$ cat src/rtl/slotring_pkg.sv
package slotring_pkg;
  localparam int SLOT_W = 32;
  localparam int PTR_W  = 8;

  typedef logic [PTR_W-1:0]  ptr_t;
  typedef logic [SLOT_W-1:0] slot_t;

  // Word index of the host window (address bits 3:2)
  typedef enum logic [1:0] {
    WIN_TX   = 2'd0,
    WIN_HCSR = 2'd1,
    WIN_RX   = 2'd2,
    WIN_ECSR = 2'd3
  } win_e;

  // Status word layout, MSB first
  typedef struct packed {
    ptr_t       depth;  // 31:24
    ptr_t       wp;     // 23:16
    ptr_t       rp;     // 15:8
    logic [2:0] rsv;    // 7:5
    logic       rst;    // 4
    logic       rdy;    // 3
    logic       ig;     // 2
    logic       is;     // 1
    logic       ie;     // 0
  } csr_t;

  // Occupied slots: modular pointer difference
  function automatic ptr_t ring_fill(ptr_t wp, ptr_t rp);
    return ptr_t'(wp - rp);
  endfunction

  // Vacant slots given the depth
  function automatic ptr_t ring_free(ptr_t depth, ptr_t wp, ptr_t rp);
    return ptr_t'(depth - ring_fill(wp, rp));
  endfunction
endpackage

$ cat src/rtl/slot_ring.sv
module slot_ring
  import slotring_pkg::*;
#(
  parameter int DEPTH = 32
) (
  input  logic  clk,
  input  logic  rst_n,
  input  logic  flush,
  input  logic  push,
  input  slot_t push_data,
  input  logic  pop,
  output slot_t head,
  output ptr_t  wptr,
  output ptr_t  rptr,
  output logic  full,
  output logic  empty,
  output logic  push_drop
);
  localparam int   IDX_W   = $clog2(DEPTH);
  localparam ptr_t DEPTH_P = ptr_t'(DEPTH);

  slot_t mem [DEPTH];
  ptr_t  wp_q, rp_q;
  logic  push_ok, pop_ok;

  assign full      = (ring_free(DEPTH_P, wp_q, rp_q) == '0);
  assign empty     = (wp_q == rp_q);
  assign push_ok   = push & ~full & ~flush;
  assign pop_ok    = pop & ~empty & ~flush;
  assign push_drop = push & full & ~flush;

  always_ff @(posedge clk) begin
    if (push_ok) mem[wp_q[IDX_W-1:0]] <= push_data;
  end

  always_ff @(posedge clk or negedge rst_n) begin
    if (!rst_n) begin
      wp_q <= '0;
      rp_q <= '0;
    end else if (flush) begin
      wp_q <= '0;
      rp_q <= '0;
    end else begin
      if (push_ok) wp_q <= wp_q + ptr_t'(1);
      if (pop_ok)  rp_q <= rp_q + ptr_t'(1);
    end
  end

  assign head = empty ? '0 : mem[rp_q[IDX_W-1:0]];
  assign wptr = wp_q;
  assign rptr = rp_q;
endmodule

$ cat src/rtl/mbx_ready_seq.sv
module mbx_ready_seq #(
  parameter int HOLD = 8
) (
  input  logic clk,
  input  logic rst_n,
  input  logic req,
  output logic ready
);
  localparam int CNT_W = $clog2(HOLD + 1);
  localparam logic [CNT_W-1:0] HOLD_C = CNT_W'(HOLD);

  logic [CNT_W-1:0] cnt_q;

  always_ff @(posedge clk or negedge rst_n) begin
    if (!rst_n)             cnt_q <= HOLD_C;
    else if (req)           cnt_q <= HOLD_C;
    else if (cnt_q != '0)   cnt_q <= cnt_q - CNT_W'(1);
  end

  assign ready = (cnt_q == '0);
endmodule

$ cat src/rtl/mbx_host_ctl.sv
module mbx_host_ctl (
  input  logic       clk,
  input  logic       rst_n,
  input  logic       wr_en,
  input  logic [4:0] wbits,
  input  logic       doorbell,
  output logic       ie,
  output logic       is,
  output logic       hrdy,
  output logic       hrst,
  output logic       ring,
  output logic       rst_req
);
  logic ie_q, is_q, rdy_q, rst_q, ring_q;

  assign rst_req = wr_en & wbits[4] & wbits[2];

  always_ff @(posedge clk or negedge rst_n) begin
    if (!rst_n) begin
      ie_q   <= 1'b0;
      is_q   <= 1'b0;
      rdy_q  <= 1'b0;
      rst_q  <= 1'b0;
      ring_q <= 1'b0;
    end else begin
      ring_q <= wr_en & wbits[2];
      if (wr_en) begin
        ie_q  <= wbits[0];
        rdy_q <= wbits[3];
        rst_q <= wbits[4];
      end
      // doorbell wins over a same-cycle clear
      if (doorbell)               is_q <= 1'b1;
      else if (wr_en && wbits[1]) is_q <= 1'b0;
    end
  end

  assign ie   = ie_q;
  assign is   = is_q;
  assign hrdy = rdy_q;
  assign hrst = rst_q;
  assign ring = ring_q;
endmodule

$ cat src/rtl/slotring_mailbox.sv
module slotring_mailbox
  import slotring_pkg::*;
#(
  parameter int DEPTH    = 32,
  parameter int RST_HOLD = 8
) (
  input  logic        clk,
  input  logic        rst_n,
  input  logic        h_sel,
  input  logic        h_we,
  input  logic [3:0]  h_addr,
  input  logic [31:0] h_wdata,
  output logic [31:0] h_rdata,
  output logic        h_irq,
  output logic        h_drop,
  input  logic        e_push,
  input  logic [31:0] e_wdata,
  input  logic        e_pop,
  output logic [31:0] e_rdata,
  output logic [7:0]  e_h2e_fill,
  output logic        e_drop,
  input  logic        e_doorbell,
  output logic        e_ring,
  output logic        e_ready
);
  localparam ptr_t DEPTH_P = ptr_t'(DEPTH);

  // Decoded host events (named for the checker)
  win_e win;
  logic acc, host_push, host_pop, csr_wr, rst_req;
  assign win       = win_e'(h_addr[3:2]);
  assign acc       = h_sel & (h_addr[1:0] == 2'b00);
  assign host_push = acc &  h_we & (win == WIN_TX);
  assign host_pop  = acc & ~h_we & (win == WIN_RX);
  assign csr_wr    = acc &  h_we & (win == WIN_HCSR);

  // Host-to-engine ring
  slot_t tx_head;
  ptr_t  tx_wp, tx_rp;
  logic  tx_full, tx_empty, tx_drop;
  slot_ring #(.DEPTH(DEPTH)) u_tx_ring (
    .clk(clk), .rst_n(rst_n), .flush(rst_req),
    .push(host_push), .push_data(h_wdata), .pop(e_pop),
    .head(tx_head), .wptr(tx_wp), .rptr(tx_rp),
    .full(tx_full), .empty(tx_empty), .push_drop(tx_drop)
  );

  // Engine-to-host ring
  slot_t rx_head;
  ptr_t  rx_wp, rx_rp;
  logic  rx_full, rx_empty, rx_drop;
  slot_ring #(.DEPTH(DEPTH)) u_rx_ring (
    .clk(clk), .rst_n(rst_n), .flush(rst_req),
    .push(e_push), .push_data(e_wdata), .pop(host_pop),
    .head(rx_head), .wptr(rx_wp), .rptr(rx_rp),
    .full(rx_full), .empty(rx_empty), .push_drop(rx_drop)
  );

  // Host control bits
  logic c_ie, c_is, c_rdy, c_rst, c_ring;
  mbx_host_ctl u_ctl (
    .clk(clk), .rst_n(rst_n), .wr_en(csr_wr), .wbits(h_wdata[4:0]),
    .doorbell(e_doorbell), .ie(c_ie), .is(c_is), .hrdy(c_rdy),
    .hrst(c_rst), .ring(c_ring), .rst_req(rst_req)
  );

  // Engine ready hold
  logic eng_rdy;
  mbx_ready_seq #(.HOLD(RST_HOLD)) u_rdy (
    .clk(clk), .rst_n(rst_n), .req(rst_req), .ready(eng_rdy)
  );

  // Drop flags, one cycle after the attempt
  logic h_drop_q, e_drop_q;
  always_ff @(posedge clk or negedge rst_n) begin
    if (!rst_n) begin
      h_drop_q <= 1'b0;
      e_drop_q <= 1'b0;
    end else begin
      h_drop_q <= tx_drop;
      e_drop_q <= rx_drop;
    end
  end

  // Status words
  csr_t hcsr, ecsr;
  always_comb begin
    hcsr       = '0;
    hcsr.depth = DEPTH_P;
    hcsr.wp    = tx_wp;
    hcsr.rp    = tx_rp;
    hcsr.rst   = c_rst;
    hcsr.rdy   = c_rdy;
    hcsr.is    = c_is;
    hcsr.ie    = c_ie;
    ecsr       = '0;
    ecsr.depth = DEPTH_P;
    ecsr.wp    = rx_wp;
    ecsr.rp    = rx_rp;
    ecsr.rst   = ~eng_rdy;
    ecsr.rdy   = eng_rdy;
  end

  always_comb begin
    h_rdata = '0;
    if (acc && !h_we) begin
      unique case (win)
        WIN_HCSR: h_rdata = hcsr;
        WIN_RX:   h_rdata = rx_head;
        WIN_ECSR: h_rdata = ecsr;
        default:  h_rdata = '0;
      endcase
    end
  end

  assign h_irq      = c_is & c_ie;
  assign h_drop     = h_drop_q;
  assign e_rdata    = tx_head;
  assign e_h2e_fill = ring_fill(tx_wp, tx_rp);
  assign e_drop     = e_drop_q;
  assign e_ring     = c_ring;
  assign e_ready    = eng_rdy;
endmodule

$ cat config.mk
export PLATFORM = sky130hd
export DESIGN_NAME = slotring_mailbox
export DESIGN_NICKNAME = d
export VERILOG_FILES = /design/src/rtl/slotring_pkg.sv /design/src/rtl/slot_ring.sv /design/src/rtl/mbx_ready_seq.sv /design/src/rtl/mbx_host_ctl.sv /design/src/rtl/slotring_mailbox.sv
export SDC_FILE = /design/constraint.sdc
export NUM_CORES = 2
export LEC_CHECK = 0
export CORE_MARGIN = 3
export CORE_UTILIZATION = 67
export DETAILED_ROUTE_END_ITERATION = 8
export PLACE_DENSITY_LB_ADDON = 0.05
export SETUP_SLACK_MARGIN = 0.3
export SYNTH_ARGS = -nofsm -noshare
export SYNTH_HDL_FRONTEND = slang
export SYNTH_SLANG_ARGS = --single-unit
export TNS_END_PERCENT = 100
$ cat constraint.sdc
create_clock -name clk -period 9 [get_ports clk]
set_input_delay 1.8 -clock clk [delete_from_list [all_inputs] [get_ports clk]]
set_output_delay 1.8 -clock clk [all_outputs]
set_load 0.01 [all_outputs]
==> impl_results.md <==
* Hold Path Depth at 2
* DRC viols at 0
* Fin crit share at 82.4%
* LEAKAGE at around 29 nW
* Kind of cell adding the most delay to the critical path: simple AND/OR/NAND/NOR gates
* PortBufs at approximately 150
* Ports at around 150
* Worst reg-to-reg setup slack at about 3 ns
* Post-synthesis cell count at roughly 3500
* Design Area, Final at just over 0.09 mm²
* Multi-input logic area at ~0.018 mm²
* WL/cell at 34.6 µm
* Mean Syn Cell Area at between 20 and 25 µm²
* Die Wd at 354 µm
* Remaining antenna violation count after routing at 0
* Reg2reg path depth at 10
* Seq cells post-synth at approximately 2100
* FF/Latch Area at roughly 0.063 mm²
* Required time of the critical path at just over 7 ns
* Final worst slack at approximately 1.6 ns
* Synth Warn # at 0
* First-pass GRT wire length at about 280000 µm
* Clk Latency, worst-skew pair at 0.82 ns
* Chip Height at ~350 µm
* Mapped Nets at about 3600
* Vias at roughly 38000
* Final min period at ~7.4 ns
* Most used cell, CP: clkdlybuf4s50_1
* Final std cells w/o fill at ~5500
* Effective utilization at floorplan at a little under 70%
* Final setup violation count at 0
* Fmax at 135 MHz
* Synth unique cells at 59
* Worst slack, placed at ~1.6 ns
* Nets at about 3900
* Reg clk slew, reported paths at 0.06 ns
* HP Class: reg -> reg
* Hold buffer count at CTS at 0
* Vias in the first global route at 39900
* Global route overflow at 0
* GP Congestion at between 0.8 and 0.9
* CP peak stage delay at 1.03 ns
* Number of detailed-routing iterations run before antenna repair at 5
* Setup CP Type: in -> out
* RSZ-0062 raised after global routing: false
* Slowest-stage cell, CP: nor2_2
* Core ar. at 0.120 mm²
* Register area share after synthesis at 77.0%
* Clk buf depth at 3
* CP Data Arrival Time at about 5.6 ns
* Area grow syn2layout at 12.4%
* CP cell instances: clkdlybuf4s50_1 > nor4b_1 > and2_1 > o21ai_0 > nand2b_1 > nor2_2 > a22oi_1 > nand2_1 > clkdlybuf4s50_1
* Final hold violation count at 0
* CP Capture Type: primary output
* Placed Cells at 5161
* Tightest Pin Transition at 1.34 ns
* Synth area leaders: edfxtp_1 (76%), mux4_2 (17%), mux2i_1 (2.0%)
* Global-route usage over all layers at 31.4%
* Cts repair resizes at 0
* Asr flop ratio synth at ~2%
* Largest net degree at the start of global routing at between 100 and 150
* Buffers & Inverters on Critical Path at 2
* Skew final at around 0.022 ns
* Layout cells sized above 1 at a little over a quarter
* Critical R2R Capture: u_tx_ring.mem[24][7]$_DFFE_PP_
* Root Driver: clkbuf_16
* Critical path origin: h_addr[1]
* Worst rel slew slack at roughly 11%
* TritonCTS buffer count at roughly 200
* Most used DFF post-synth: edfxtp_1
* Crit Path Max Fanout at 20
* CTS tree: done
* Final Max Slew Viols at 0
* Die ar. at about 0.13 mm²
* Outcome: finished clean
* WHS Endpoint: u_rdy.cnt_q[1]$_DFFE_PN0P_
* Setup Total Neg Slack at 0 ns
* Iter 0 DRT Violations at about 5300
* WP depth at 9
* PnR Total Power at 25.7 mW
* Yosys top cell by area: edfxtp_1
* R2R Path Start: u_tx_ring.rptr[1]$_DFFE_PN0P_
* Worst IR Drop VDD at between 0.0002 and 0.0003 V
* Rows at 127
* CP Launch Type: input port
* H-tree lvl count at 4
* Post-CTS setup buffers at 0
* Initial antenna violation count at 8
* CTS Sinks at ~2100
* Post-Route WL at 191000 µm
* Via/cell ratio at approximately 7.0
* Synth Cell Area at 0.0813 mm²
* Placed Area at between 0.08 and 0.09 mm²
* Final HPWL DP at between 100000 and 150000 µm
* Hold path start: u_rdy.cnt_q[1]$_DFFE_PN0P_
* EDFF count, synth at a little over 2000
* Layout fillers at about 6300
* Post-synth top area share at 75.7%
* Max-cap violations at 0
* PD cells at about 280 mW/mm²
==> stage by stage <==
| stage | utilization (%) | hold slack (ns) |
|---|---|---|
| after floorplan | - | 0.463 |
| after global placement | 70.9 | 0.512 |
| after detailed placement | 70.9 | 0.566 |
| after CTS | 76.0 | 0.571 |
| after global routing | 76.0 | 0.607 |
| final | 76.0 | 0.569 |
==> sequential cells by signal, summed over array words and instances, names as in the netlist <==
signal / count
u_tx_ring.wptr: 8
u_rx_ring.wptr: 8
u_rx_ring.rptr: 8
u_tx_ring.mem: 1024
u_ctl.ring: 1
u_tx_ring.rptr: 8
e_drop: 1
u_ctl.ie: 1
h_drop: 1
u_ctl.hrst: 1
u_rx_ring.mem: 1024
u_ctl.hrdy: 1
u_rdy.cnt_q: 4
u_ctl.is: 1
==> area by class of cell <==
| cell class | instances | area share [%] |
|---|---|---|
| diodes | 3 | 0.00822 |
| clock buffers | 263 | 5.85 |
| clock inverters | 91 | 0.863 |
| inverters | 33 | 0.142 |
| multi-input cells | 1180 | 20.0 |
| flip-flops and latches | 2091 | 68.5 |
| well taps | 1612 | 2.21 |
| repair buffers | 245 | 2.44 |
==> layout by cell type (no fill, tap or decap), types with 5 or more instances in the layout <==
cell	instances
nand4_1	11
nor2_4	64
nor2_1	79
bufinv_16	12
dfrtp_1	35
a21oi_1	12
inv_6	6
o21ai_1	19
clkdlybuf4s50_1	150
buf_4	93
nand2_1	44
nand3_1	12
nor3_1	6
a22oi_1	20
mux4_2	608
ha_1	31
nor4_1	5
clkinv_2	30
xor2_1	10
and2_1	7
clkinv_1	37
edfxtp_1	2048
o21ai_0	10
clkbuf_1	56
clkbuf_16	203
mux2i_1	161
and3_1	7
dfrtp_4	7
xnor2_1	18
inv_1	29
==> cells in the mapped netlist, types with 4 or more instances <==
library cell,n
buf_4,17
nor2b_1,4
nor4_1,5
nor3_1,6
o21ai_0,10
inv_1,30
and2_1,7
xnor2_1,18
a22oi_1,20
nand2b_1,4
or3_1,4
nand3_1,12
nor3b_1,4
ha_1,31
edfxtp_1,2048
dfrtp_1,42
nand4_1,11
mux4_2,608
clkbuf_1,73
and3_1,7
a21oi_1,12
buf_2,59
xor2_1,10
nand2_1,44
nor2_1,144
buf_1,24
mux2i_1,161
o21ai_1,19
==> cells by family after synthesis <==
kind of cell / Yosys count / share of synthesized area, %
multiplexers: 772 / 18.9
adder cells (fa/ha/maj): 33 / 0.527
buffers and inverters: 209 / 1.16
flip-flops: 2091 / 77.0
XOR/XNOR: 29 / 0.329
AND/OR/NAND/NOR: 268 / 1.50
AO/OA/AOI/OAI: 78 / 0.611
==> layer usage <==
layer | vias to the layer above | wire length, µm | GRT usage [%] | share of wire (%)
met2 | 2229 | 96600 | 50.6 | 51
met4 | 2 | 6100 | 11.2 | 3.2
li1 | 15300 | - | - | -
met1 | 20500 | 69200 | 43.3 | 36
met5 | - | 13 | 0 | 0.0068
met3 | 365 | 19200 | 7.61 | 10
==> worst max-delay path by stage <==
stage             endpoint  slack, ns
2_1_floorplan  h_rdata[16]       3.88
3_3_place_gp    h_rdata[1]       1.72
3_5_place_dp    h_rdata[1]       1.61
4_1_cts         h_rdata[1]       1.57
5_1_grt         h_rdata[1]       1.42
6_report        h_rdata[1]       1.58
==> worst reg2reg max path: stages, from the launching register on <==
cell and delay (ns):
dfrtp_4 0.87, inv_4 0.41, fa_1 0.55, a211oi_1 0.37, nor2_1 0.10, xor2_1 0.59
nor4_1 0.18, a31oi_2 0.47, nand2_1 0.58, nor2_4 1.01, buf_4 0.50
==> power breakdown <==
group	switching, mW	internal [mW]
Sequential	0.363	11.1
Clock	3.44	4.50
Combinational	3.21	3.18
No activity file was read; power rests on OpenSTA's default activity.
